--- src/rtl/flash_pat_pkg.sv ---
package flash_pat_pkg;

  typedef enum logic [1:0] {
    PAT_CONST = 2'b00,
    PAT_INC   = 2'b01,
    PAT_DEC   = 2'b10,
    PAT_RAND  = 2'b11
  } patCode_t;

  // strobes from control to datapath, one cycle each
  typedef struct packed {
    logic clear;    // new run: load settings, reset results
    logic genFire;  // generate beat accepted
    logic chkFire;  // check word accepted
  } fpeStrobe_t;

  // one left shift of the 16-bit maximal-length LFSR
  function automatic logic [15:0] lfsrStep(input logic [15:0] s);
    return {s[14:0], s[15] ^ s[13] ^ s[12] ^ s[10]};
  endfunction

endpackage

--- src/rtl/fpe_ctrl.sv ---
module fpe_ctrl
  import flash_pat_pkg::*;
#(
  parameter int CNT_W = 12
) (
  input  logic             clk,
  input  logic             rst_n,
  input  logic             start,
  input  logic             checkRun,
  input  logic             ddrMode,
  input  logic [CNT_W-1:0] wordCount,
  input  logic             genReady,
  input  logic             chkValid,
  output fpeStrobe_t       strb,
  output logic [CNT_W-1:0] idx,
  output logic             ddrLat,
  output logic             genValid,
  output logic             chkReady,
  output logic             busy,
  output logic             done
);

  logic             chkLat;
  logic [CNT_W-1:0] countLat;
  logic [CNT_W:0]   stepSum;
  logic             lastBeat;
  logic             fire;

  assign genValid = busy && !chkLat;
  assign chkReady = busy && chkLat;

  assign strb.clear   = start;
  assign strb.genFire = !start && genValid && genReady;
  assign strb.chkFire = !start && chkReady && chkValid;
  assign fire         = strb.genFire || strb.chkFire;

  assign stepSum  = {1'b0, idx} + ((chkLat || !ddrLat) ? (CNT_W+1)'(1) : (CNT_W+1)'(2));
  assign lastBeat = stepSum >= {1'b0, countLat};

  always_ff @(posedge clk) begin
    if (!rst_n) begin
      chkLat   <= 1'b0;
      ddrLat   <= 1'b0;
      countLat <= '0;
      idx      <= '0;
      busy     <= 1'b0;
      done     <= 1'b0;
    end else if (start) begin
      chkLat   <= checkRun;
      ddrLat   <= ddrMode;
      countLat <= wordCount;
      idx      <= '0;
      busy     <= (wordCount != '0);
      done     <= (wordCount == '0);
    end else if (fire) begin
      if (lastBeat) begin
        busy <= 1'b0;
        done <= 1'b1;
      end else begin
        idx <= stepSum[CNT_W-1:0];
      end
    end
  end

endmodule

--- src/rtl/fpe_datapath.sv ---
module fpe_datapath
  import flash_pat_pkg::*;
#(
  parameter int          DATA_W    = 8,
  parameter int          CNT_W     = 12,
  parameter int          ERR_W     = 8,
  parameter logic [15:0] LFSR_INIT = 16'hACE1
) (
  input  logic              clk,
  input  logic              rst_n,
  input  fpeStrobe_t        strb,
  input  logic [CNT_W-1:0]  idx,
  input  logic              ddr,
  input  logic [1:0]        patSel,
  input  logic [DATA_W-1:0] seed,
  input  logic [DATA_W-1:0] chkData,
  output logic [DATA_W-1:0] genData0,
  output logic [DATA_W-1:0] genData1,
  output logic [ERR_W-1:0]  errCount,
  output logic              errSeen,
  output logic [CNT_W-1:0]  firstErrIdx
);

  localparam logic [ERR_W-1:0] ERR_MAX = {ERR_W{1'b1}};
  localparam int LANES = 2;

  patCode_t          patR;
  logic [DATA_W-1:0] seedR;
  logic [15:0]       lfsr;
  logic [15:0]       lfsrN1;
  logic [15:0]       lfsrN2;
  logic [DATA_W-1:0] expWord;
  logic              mismatch;

  assign lfsrN1 = lfsrStep(lfsr);
  assign lfsrN2 = lfsrStep(lfsrN1);

  // lane ln holds the word for index idx+ln
  for (genvar ln = 0; ln < LANES; ln++) begin : g_lane
    logic [DATA_W-1:0] offs;
    logic [15:0]       st;
    logic [DATA_W-1:0] word;
    assign offs = DATA_W'(idx) + DATA_W'(ln);
    assign st   = (ln == 0) ? lfsr : lfsrN1;
    always_comb begin
      case (patR)
        PAT_CONST: word = seedR;
        PAT_INC:   word = seedR + offs;
        PAT_DEC:   word = seedR - offs;
        default:   word = st[DATA_W-1:0];
      endcase
    end
  end

  assign genData0 = g_lane[0].word;
  assign genData1 = ddr ? g_lane[1].word : '0;

  assign expWord  = (patR == PAT_RAND) ? ((idx == '0) ? seedR : '0) : g_lane[0].word;
  assign mismatch = |(expWord ^ chkData);

  always_ff @(posedge clk) begin
    if (!rst_n) begin
      patR        <= PAT_CONST;
      seedR       <= '0;
      lfsr        <= LFSR_INIT;
      errCount    <= '0;
      errSeen     <= 1'b0;
      firstErrIdx <= '0;
    end else if (strb.clear) begin
      patR        <= patCode_t'(patSel);
      seedR       <= seed;
      lfsr        <= LFSR_INIT;
      errCount    <= '0;
      errSeen     <= 1'b0;
      firstErrIdx <= '0;
    end else begin
      if (strb.genFire) lfsr <= ddr ? lfsrN2 : lfsrN1;
      if (strb.chkFire && mismatch) begin
        if (errCount != ERR_MAX) errCount <= errCount + 1'b1;
        if (!errSeen) begin
          errSeen     <= 1'b1;
          firstErrIdx <= idx;
        end
      end
    end
  end

endmodule

--- src/rtl/flash_pattern_engine.sv ---
module flash_pattern_engine
  import flash_pat_pkg::*;
#(
  parameter int          DATA_W    = 8,
  parameter int          CNT_W     = 12,
  parameter int          ERR_W     = 8,
  parameter logic [15:0] LFSR_INIT = 16'hACE1
) (
  input  logic              clk,
  input  logic              rst_n,
  input  logic              start,
  input  logic              checkRun,
  input  logic              ddrMode,
  input  logic [1:0]        patSel,
  input  logic [DATA_W-1:0] seed,
  input  logic [CNT_W-1:0]  wordCount,
  output logic              genValid,
  input  logic              genReady,
  output logic [DATA_W-1:0] genData0,
  output logic [DATA_W-1:0] genData1,
  input  logic              chkValid,
  input  logic [DATA_W-1:0] chkData,
  output logic              chkReady,
  output logic              busy,
  output logic              done,
  output logic [ERR_W-1:0]  errCount,
  output logic              errSeen,
  output logic [CNT_W-1:0]  firstErrIdx
);

  fpeStrobe_t       strb;
  logic [CNT_W-1:0] idx;
  logic             ddrLat;

  fpe_ctrl #(.CNT_W(CNT_W)) u_ctrl (
    .clk(clk), .rst_n(rst_n), .start(start), .checkRun(checkRun),
    .ddrMode(ddrMode), .wordCount(wordCount), .genReady(genReady),
    .chkValid(chkValid), .strb(strb), .idx(idx), .ddrLat(ddrLat),
    .genValid(genValid), .chkReady(chkReady), .busy(busy), .done(done)
  );

  fpe_datapath #(
    .DATA_W(DATA_W), .CNT_W(CNT_W), .ERR_W(ERR_W), .LFSR_INIT(LFSR_INIT)
  ) u_dp (
    .clk(clk), .rst_n(rst_n), .strb(strb), .idx(idx), .ddr(ddrLat),
    .patSel(patSel), .seed(seed), .chkData(chkData),
    .genData0(genData0), .genData1(genData1), .errCount(errCount),
    .errSeen(errSeen), .firstErrIdx(firstErrIdx)
  );

endmodule

--- config.mk ---
export PLATFORM = sky130hd
export DESIGN_NAME = flash_pattern_engine
export DESIGN_NICKNAME = d
export VERILOG_FILES = /design/src/rtl/flash_pat_pkg.sv /design/src/rtl/fpe_ctrl.sv /design/src/rtl/fpe_datapath.sv /design/src/rtl/flash_pattern_engine.sv
export SDC_FILE = /design/constraint.sdc
export NUM_CORES = 1
export LEC_CHECK = 0
export BUFFER_PORTS_ARGS = -buffer_cell sky130_fd_sc_hd__buf_2
export CAP_MARGIN = 30
export CORE_ASPECT_RATIO = 0.8
export CORE_MARGIN = 1.5
export CORE_UTILIZATION = 40
export DETAILED_ROUTE_END_ITERATION = 10
export GPL_ROUTABILITY_DRIVEN = 0
export SLEW_MARGIN = 40
export SYNTH_ARGS = -nofsm -noshare
export SYNTH_HDL_FRONTEND = slang
export SYNTH_SLANG_ARGS = --single-unit
--- constraint.sdc ---
create_clock -name clk -period 6.7 [get_ports clk]
set_input_delay 0 -clock clk [delete_from_list [all_inputs] [get_ports clk]]
set_output_delay 0 -clock clk [all_outputs]
set_load 0.05 [all_outputs]
# Word-level counts from Yosys, hierarchy flattened
# Index checks and enable logic that the tools add are counted.
[totals] mem_count=0 reg_bits=75 output_inout_bits=41 latch_bits=0 in_bits=37 mem_bits_ro=0 ramBits=0 elab_cells=71
[op_classes] magnitude_cmp=1 bitwise=10 n_eq_ne=4 multipliers=0 muxes=13 shift=0 reduce_logical=24 div_mod_pow=0 n_addsub=7
[op_table] op="$pmux W8 S3" count=2
[op_table] op="$logic_not A12 Y1" count=2
[op_table] op="$mux W8" count=3
[op_table] op="$add A8 B1 Y8 const B" count=2
[op_table] op="$add A8 B8 Y8" count=2
[op_table] op="$mux W16" count=1
[op_table] op="$sub A8 B8 Y8" count=2
[op_table] op="$add A12 B13 Y13" count=1
[op_table] op="$ge A13 B12 Y1" count=1
[op_table] op="$reduce_bool A12 Y1" count=1
[op_table] op="$ne A8 B8 Y1 const B" count=1
[op_table] op="$reduce_and A2 Y1" count=4
[op_table] op="$reduce_or A8 Y1" count=1
[op_table] op="$xor A8 B8 Y8" count=1
[op_table] op="$logic_and A1 B1 Y1" count=7
[op_table] op="$mux W1" count=6
[op_table] op="$xor A1 B1 Y1" count=6
[op_table] op="$eq A2 B2 Y1 const B" count=2
[op_table] op="$reduce_bool A2 Y1" count=2
[op_table] op="$logic_not A1 Y1" count=3
[op_table] op="$not A1 Y1" count=3
[op_table] op="$eq A2 B1 Y1 const B" count=1
[op_table] op="$logic_not A2 Y1" count=1
[op_table] op="$logic_or A1 B1 Y1" count=2
[op_table] op="other kinds (2)" count=2

# Logic depth before layout (Yosys ltp)
# Gate-level depths: netlist of the first run.
[depth] ltp_word=8 depth_mapped=19 ltp_nobuf=16

# Hierarchy
# From an unflattened synthesis of the first run, not the netlist that was laid out.
[unflattened] hier_cells=687 hier_area_um2=5650.4
[by_module_without_submodules] module="fpe_datapath" cells_per_inst=477 area_per_inst_um2=3826.2 instances=1 seq_area_each_um2=940.9
[by_module_without_submodules] module="fpe_ctrl" cells_per_inst=210 area_per_inst_um2=1824.2 instances=1 seq_area_each_um2=560.5

# Worst setup path after synthesis of the first run
# Ideal clock, no wire load.
[synth_path] kind="register to register" startpoint="register u_ctrl.ddrLat" endpoint="register u_ctrl.idx[3]" path_stages_with_launch=17 slack_ps=2484 setup_ps=70 synth_period_minus_slack_ps=4216 path_buffers=2 t_arrival_ps=4146 cell_sequence="dfxtp_1 clkbuf_1 buf_1 nand2b_1 fa_1 nand3b_2 nor2_1 and3_1 and3_4 xor2_1 ha_1 a21oi_1 nor2b_1 a311oi_1 o21ai_1 or4_1 a21oi_1"
[synth_via] elab_chain_cells=7
[synth_rtl] element="start, declared" line_no="fpe_ctrl.sv:16" source="output logic ddrLat,"
[synth_rtl] element="start signal, assigned" line_no="fpe_ctrl.sv:50" source="ddrLat <= ddrMode;"
[synth_rtl] element="$logic_not A1 Y1" line_no="fpe_ctrl.sv:37" source="assign stepSum = {1'b0, idx} + ((chkLat || !ddrLat) ? (CNT_W+1)'(1) : (CNT_W+1)'(2));"
[synth_rtl] element="$logic_or A1 B1 Y1" line_no="fpe_ctrl.sv:37"
[synth_rtl] element="$mux W2" line_no="fpe_ctrl.sv:37"
[synth_rtl] element="$add A12 B13 Y13" line_no="fpe_ctrl.sv:37"
[synth_rtl] element="net u_ctrl.stepSum[10]" line_no="fpe_ctrl.sv:25" source="logic [CNT_W:0] stepSum;"
[synth_rtl] element="$ge A13 B12 Y1" line_no="fpe_ctrl.sv:38" source="assign lastBeat = stepSum >= {1'b0, countLat};"
[synth_rtl] element="$not A1 Y1 (no source line)"
[synth_rtl] element="$reduce_and A2 Y1 (no source line)"
[synth_rtl] element="end signal, assigned" line_no="fpe_ctrl.sv:60" source="idx <= stepSum[CNT_W-1:0];"
[synth_rtl] element="end, declared" line_no="fpe_ctrl.sv:15" source="output logic [CNT_W-1:0] idx,"
# The timed path passes the listed nets, and every way through them passes these cells.
# A chain may end at the register's enable or synchronous reset.

# Worst setup path after layout of the first run
[layout_path] startpoint="register u_ctrl.ddrLat" endpoint="register u_ctrl.idx[2]"
# The elaborated chain is that of the path after synthesis.

==> results.md, run 1 <==
* Status: completed
* Pins Over Slew Limit at 0
* Initial DRC count at 450
* Setup tns final at 0 ps
* Area Growth Syn to Fin at 18.2%
* Number of flops mapped to enable cells by yosys at 0
* Rows at 38
* Synth top cells by count: 75 x dfxtp_1, 68 x nand2_1, 63 x mux2i_1, 63 x nor2_1, 36 x inv_1
* Share of layout cells above drive strength 1 at 16.4%
* Power Density at 188 nW/um^2
* Crit path max fanout at 28
* Most frequent cell after synthesis: dfxtp_1
* CTS buffer count at 9
* Drc violations at 0
* Kind of critical path: reg -> reg
* DRT Wirelength at approximately 15000 um
* Synth top area cells: dfxtp_1 27%, mux2i_1 11%, ha_1 8.0%, xnor2_1 4.8%, nand2_1 4.6%
* H-tree Lvls at 3
* Netlist cell types at 69
* CTS tree: built
* Crit. End Element: flop
* Seq cells post-synth at 75
* Multi-input gate area at 3670 sq um
* CTS Root Buffer Type: clkbuf_16
* # diodes at 0
* Minimum clock period at 4380 ps
* Max-cap viol count at 0
* Slew Limit Headroom at 48.9%
* Reg2Reg Depth at 17
* Vias per cell at 5.54
* Global-route wire length before repair at 24700 um
* Most used DFF post-synth: dfxtp_1
* Post-CTS Setup Bufs at 0
* Fillers at 1323
* Fmax at 228 MHz
* Final worst path period share at 65.4%
* Startpoint types: flop
* Hpwl dp at 11300 um
* Post-synthesis sequential area ratio at 27.3%
* Syn Std Cell Area at 5500 sq um
* Final core occ at 48.1%
* P_leak at 2.89 nW
* Via count at 5112
* Nets at 812
* CP arrival at 4640 ps
* DRT Pass-1 Iters at 5
* Die Height at 108 um
* Antenna Nets Post-Route at 0
* Final Cell Area at 6500 sq um
* # IOs at 78
* Worst setup path endpoint: u_ctrl.idx[2]$_SDFFE_PP0P_
* Reg2reg start: u_ctrl.ddrLat$_SDFFE_PN0P_
* Placed insts at 881
* Peak VDD IR at 0.161 mV
* Placement Cell Area at 5960 sq um
* Initial core utilization at ~41%
* Unrepaired setup endpoints after global routing: false
* Grt ovf at 0
* Final Hold Fails at 0
* FFs w/ async S/R, synth at 0%
* Post-Syn Instances at 658
* Vias in the first global route at 4806
* Worst skew pair latency at 350 ps
* Synth Area per Inst at 8.36 sq um
* Yosys Warn Count at 0
* Register Area at 1500 sq um
* Reg-to-reg slack, setup at 2320 ps
* # clock sinks at 75
* CP startpoint: u_ctrl.ddrLat$_SDFFE_PN0P_
* Die W at 134 um
* WL/cell at 16.8 um
* Count of final setup violators at 0
* Reg clk slew, reported paths at about 60 ps
* IO buf count at 77
* Worst hold path class: in -> reg
* Largest area contributor in the netlist: dfxtp_1
* RR Endpoint: u_ctrl.idx[2]$_SDFFE_PP0P_
* Total GRT Usage at 21.9%
* Hold Startpoint: chkData[6]
* Clock skew at 8.67 ps
* Initial antenna violation count at 0
* Net Count, Synth at 733
* Core Area at 13500 sq um
* Fin cells at 922
* Synth top area share at 27.3%
* Die ar. at 14500 sq um
* Clk buf depth at 2
* Slew @ Worst Pin at 764 ps
* CP Data Required Time at a little under 7000 ps
* Largest net degree at the start of global routing at 36
[per-stage QoR]
step,worst slack [ps],hold WS (ps),power [mW]
final,2320,216,1.22
after global routing,1970,254,1.27
after detailed placement,2370,247,0.736
after floorplan,2480,126,0.672
after global placement,2410,235,0.730
after CTS,2330,210,1.23
[layout make-up]
class / instances / share of cell area (%)
clock inverter: 2 / 0.539
sequential: 75 / 23.1
tap: 180 / 3.47
inverter: 38 / 2.20
multi-input combinational: 507 / 56.5
clock buffer: 14 / 3.91
timing repair buffer: 106 / 10.2
[metal layers]
metal	global-route usage (%)	vias up	part of all wire [%]
met4	7.53	0	1.8
met2	33.9	155	45
met5	0	-	0
li1	-	2478	-
met1	30.4	2456	48
met3	4.05	23	5.8
[state kept, by name, summed over array words and instances (netlist names)]
register,count
u_dp.seedR,8
u_ctrl.ddrLat,1
u_ctrl.countLat,12
u_ctrl.busy,1
u_ctrl.done,1
u_ctrl.idx,12
u_dp.g_lane.st,16
u_dp.patR,2
u_dp.firstErrIdx,12
u_dp.errCount,8
u_dp.errSeen,1
u_ctrl.chkLat,1
[layout by cell type, fill, tap and decap left out, types with 5 or more instances in the layout]
| master | Yosys | layout |
|---|---|---|
| a211oi_1 | 11 | 11 |
| a21o_1 | 10 | 10 |
| a21oi_1 | 35 | 34 |
| a21oi_2 | 6 | 7 |
| and3_1 | 5 | 5 |
| buf_2 | 6 | 77 |
| clkbuf_16 | 0 | 9 |
| dfxtp_1 | 75 | 75 |
| dlygate4sd3_1 | 0 | 25 |
| ha_1 | 35 | 35 |
| inv_1 | 36 | 36 |
| mux2i_1 | 63 | 63 |
| nand2_1 | 68 | 68 |
| nand2b_1 | 11 | 11 |
| nand3_1 | 13 | 13 |
| nand4_1 | 7 | 7 |
| nor2_1 | 63 | 62 |
| nor2b_1 | 11 | 11 |
| nor3_1 | 8 | 8 |
| nor3b_1 | 6 | 6 |
| nor4_1 | 7 | 7 |
| o211ai_1 | 9 | 9 |
| o21ai_0 | 16 | 16 |
| o31ai_1 | 7 | 7 |
| or3_1 | 8 | 8 |
| or4_1 | 5 | 5 |
| xnor2_1 | 30 | 30 |
| xor2_1 | 16 | 16 |
[worst min-delay path by stage]
stage                                                to  depth (start not counted)
after floorplan                u_ctrl.busy$_SDFFE_PN0P_                          1
after global placement        u_dp.patR[0]$_SDFFE_PN0P_                          3
after detailed placement      u_dp.patR[0]$_SDFFE_PN0P_                          3
after CTS                 u_dp.errCount[0]$_SDFFE_PP0P_                          5
after global routing      u_dp.errCount[4]$_SDFFE_PP0P_                          4
final                     u_dp.errCount[0]$_SDFFE_PP0P_                          5
[critical path: stages (launching register included)]
cell	delay (ps)
dfxtp_1	290
buf_4	240
nand2b_1	190
ha_1	190
inv_1	50
fa_1	430
nand3b_2	290
nor2_1	210
and3_1	230
and3_4	220
xor2_1	180
ha_1	290
a21oi_1	150
nor2b_1	60
a311oi_1	290
o21ai_2	260
or4_1	540
a21oi_1	170
[power by group]
part	switching [mW]	internal, mW
clock network	0.181	0.298
logic	0.167	0.102
registers	0.0153	0.458
[repair_timing]
item,4_1_cts,5_1_grt
setup endpoints to repair,0,0
hold endpoints to repair,25,0
hold buffers,25,0
resized for setup,0,0
[cells by family (layout without fill, tap and decap cells)]
family	count (synthesis)	count (layout)	share of synthesized area, %
xor gates and xnor gates	49	49	8.21
AOI/OAI and AO/OA	127	127	16.5
DFF	75	75	27.3
muxes	63	63	11.5
adders and majority gates	38	38	9.06
and+or+nand+nor	230	230	21.4
buffers and inverters	76	160	6.08
No activity file was read; power rests on OpenSTA's default activity.
==> run 2: changes to the inputs <==
- clock period: 6.7 -> 3.7 ns (I/O delays scaled with it)
==> run 2 against run 1 <==
  * First-iteration DRC count increased by 4.7%
  * Clock power rose by 76%
  * Maximum frequency increased by 21%
  * Non-clock buffer count rose by 27
  * Combinational power is 96% higher
  * Wire length rose by 4.8%
  * Global-route usage up 0.60 points
  * Final cell count increased by 3.0%
  * Worst hold slack better by 20 ps
  * Total power is 82% higher
  * Utilization rose by 2.4 points
  * Largest power group is now sequential cells
==> results.md, run 2 (synthesis results as in run 1) <==
* Status: completed
* Crit. End Element: flop
* Final Cell Area at 6830 sq um
* Clock skew at about 6.7 ps
* Die ar. at 14500 sq um
* Antenna Nets Post-Route at 0
* Register Area at 1510 sq um
* CTS tree: built
* Most frequent cells in the layout: 76 x buf_2, 71 x dfxtp_1, 68 x nand2_1
* Reg clk slew, reported paths at 60 ps
* Core Area at 13500 sq um
* Hold Startpoint: genReady
* # clock sinks at between 70 and 80
* Global-route wire length before repair at 25500 um
* Clk buf depth at 2
* Initial core utilization at 40.7%
* DRT Wirelength at 16200 um
* Startpoint types: flop
* Fillers at approximately 1.3k
* WL/cell at ~17 um
* Die W at roughly 130 um
* CP startpoint: u_ctrl.chkLat$_SDFFE_PN0P_
* Commonest non-fill, non-tap cell in the layout: buf_2
* Slew @ Worst Pin at between 800 and 900 ps
* Reg2reg start: u_ctrl.chkLat$_SDFFE_PN0P_
* Max-cap viol count at 0
* Unrepaired setup endpoints after global routing: true
* Pins Over Slew Limit at 0
* Final worst path period share at approximately 98%
* Cell family with most CP delay: simple AND/OR/NAND/NOR gates
* Vias in the first global route at 4894
* Area Growth Syn to Fin at 24.1%
* P_leak at slightly above 3 nW
* CTS Root Buffer Type: clkbuf_16
* Via count at 5181
* Count of final setup violators at 0
* CP Depth at 15
* IO buf count at 77
* Rows at 38
* Fmax at around 280 MHz
* Die Height at 108 um
* Initial DRC count at 471
* Hold Path Stages at 4
* Kind of critical path: reg -> reg
* Multi-input gate area at 3800 sq um
* CTS buffer count at 9
* Worst hold path class: in -> reg
* Setup tns final at 0 ps
* Placement Cell Area at around 6100 sq um
* Largest register FFs at 16
* Slew Limit Headroom at 43.5%
* Grt ovf at 0
* # IOs at 78
* Reg2Reg Depth at 15
* Total GRT Usage at ~22%
* Crit path max fanout at 6
* Initial antenna violation count at 0
* Largest net degree at the start of global routing at 45
* Hpwl dp at 11700 um
* # diodes at 0
* Crit-path max cell delay at 580 ps
* DRT Pass-1 Iters at 4
* Worst skew pair latency at around 340 ps
* Critical path cell sequence: nand2b_4 > buf_4 > fa_2 > nand3b_4 > nor2_4 > and3_4 > and3_4 > xor2_1 > ha_1 > a21oi_2 > nor2b_1 > a311oi_2 > o21ai_2 > or4_4 > a21oi_2
* Nets at 840
* Peak VDD IR at 0.206 mV
* WP buf/inv at 1
* Minimum clock period at 3620 ps
* Drc violations at 0
* CP arrival at 3870 ps
* CP Data Required Time at just under 4000 ps
* Vias per cell at 5.45
* H-tree Lvls at 3
* Share of layout cells above drive strength 1 at between 20% and 30%
* Power Density at 325 nW/um^2
* Slowest CP cell: or4_4
* Final Hold Fails at 0
run 2: changes by cell type in the layout (fill, tap and decap cells not counted), sizes merged:
cell,change
clkinvlp,+2
buf,+27
o21ai,+1
bufinv,-1
clkbuf,-2
clkinv,+1
run 2: worst paths after layout:
check                                                    endpoint  slack [ps]
worst max-delay path                   u_ctrl.idx[3]$_SDFFE_PP0P_          80
worst min-delay path            u_dp.g_lane[0].st[2]$_SDFFE_PP0P_         240
worst min register to register   u_dp.firstErrIdx[0]$_SDFFE_PP0P_         460
worst max register to register         u_ctrl.idx[3]$_SDFFE_PP0P_          80
run 2: through the flow:
step | power, mW | instances | hold WS, ps | util [%] | setup slack [ps]
after floorplan | 1.22 | 658 | 126 | - | 19.6
after global placement | 1.34 | 902 | 234 | 45.5 | 14.5
after detailed placement | 1.35 | 902 | 245 | 45.5 | -171
after CTS | 2.22 | 945 | 222 | 49.7 | 0.477
after global routing | 2.31 | 950 | 268 | 50.6 | -58.4
final | 2.22 | 950 | 237 | 50.6 | 83.4
run 2: tightest hold or removal path, stage by stage:
cell and delay, ps:
buf_2 80, and2_1 120, buf_4 230, a211oi_1 100
run 2: timing repair:
| item | in CTS | in global routing |
|---|---|---|
| gates resized for setup | 6 | 24 |
| cloned | 1 | 0 |
| hold buffers | 25 | 0 |
| buffers inserted | 1 | 5 |
| pin swaps | 1 | 8 |
| endpoints found under the hold margin | 25 | 0 |
| setup endpoints to repair | 14 | 31 |
run 2: layout make-up:
cell class	count	share of cell area, %
well taps	180	3.30
multi-input cells	508	55.7
inverters	38	2.09
clock inverters	4	0.367
flip-flops and latches	75	22.1
repair buffers	133	12.8
clock buffers	12	3.76
run 2: power breakdown:
part	total, mW	switching, mW	internal (mW)	leakage, nW
clock network	0.842	0.353	0.489	0.135
registers	0.853	0.0234	0.830	0.612
logic	0.526	0.321	0.205	2.31
run 2: layer usage:
layer  track usage [%]  vias up  wire length, um
met5                 0        -                0
met4              5.68        0              294
met3              3.67       26              907
met2              34.5      160             7060
met1              32.5     2455             7930
li1                  -     2540                -
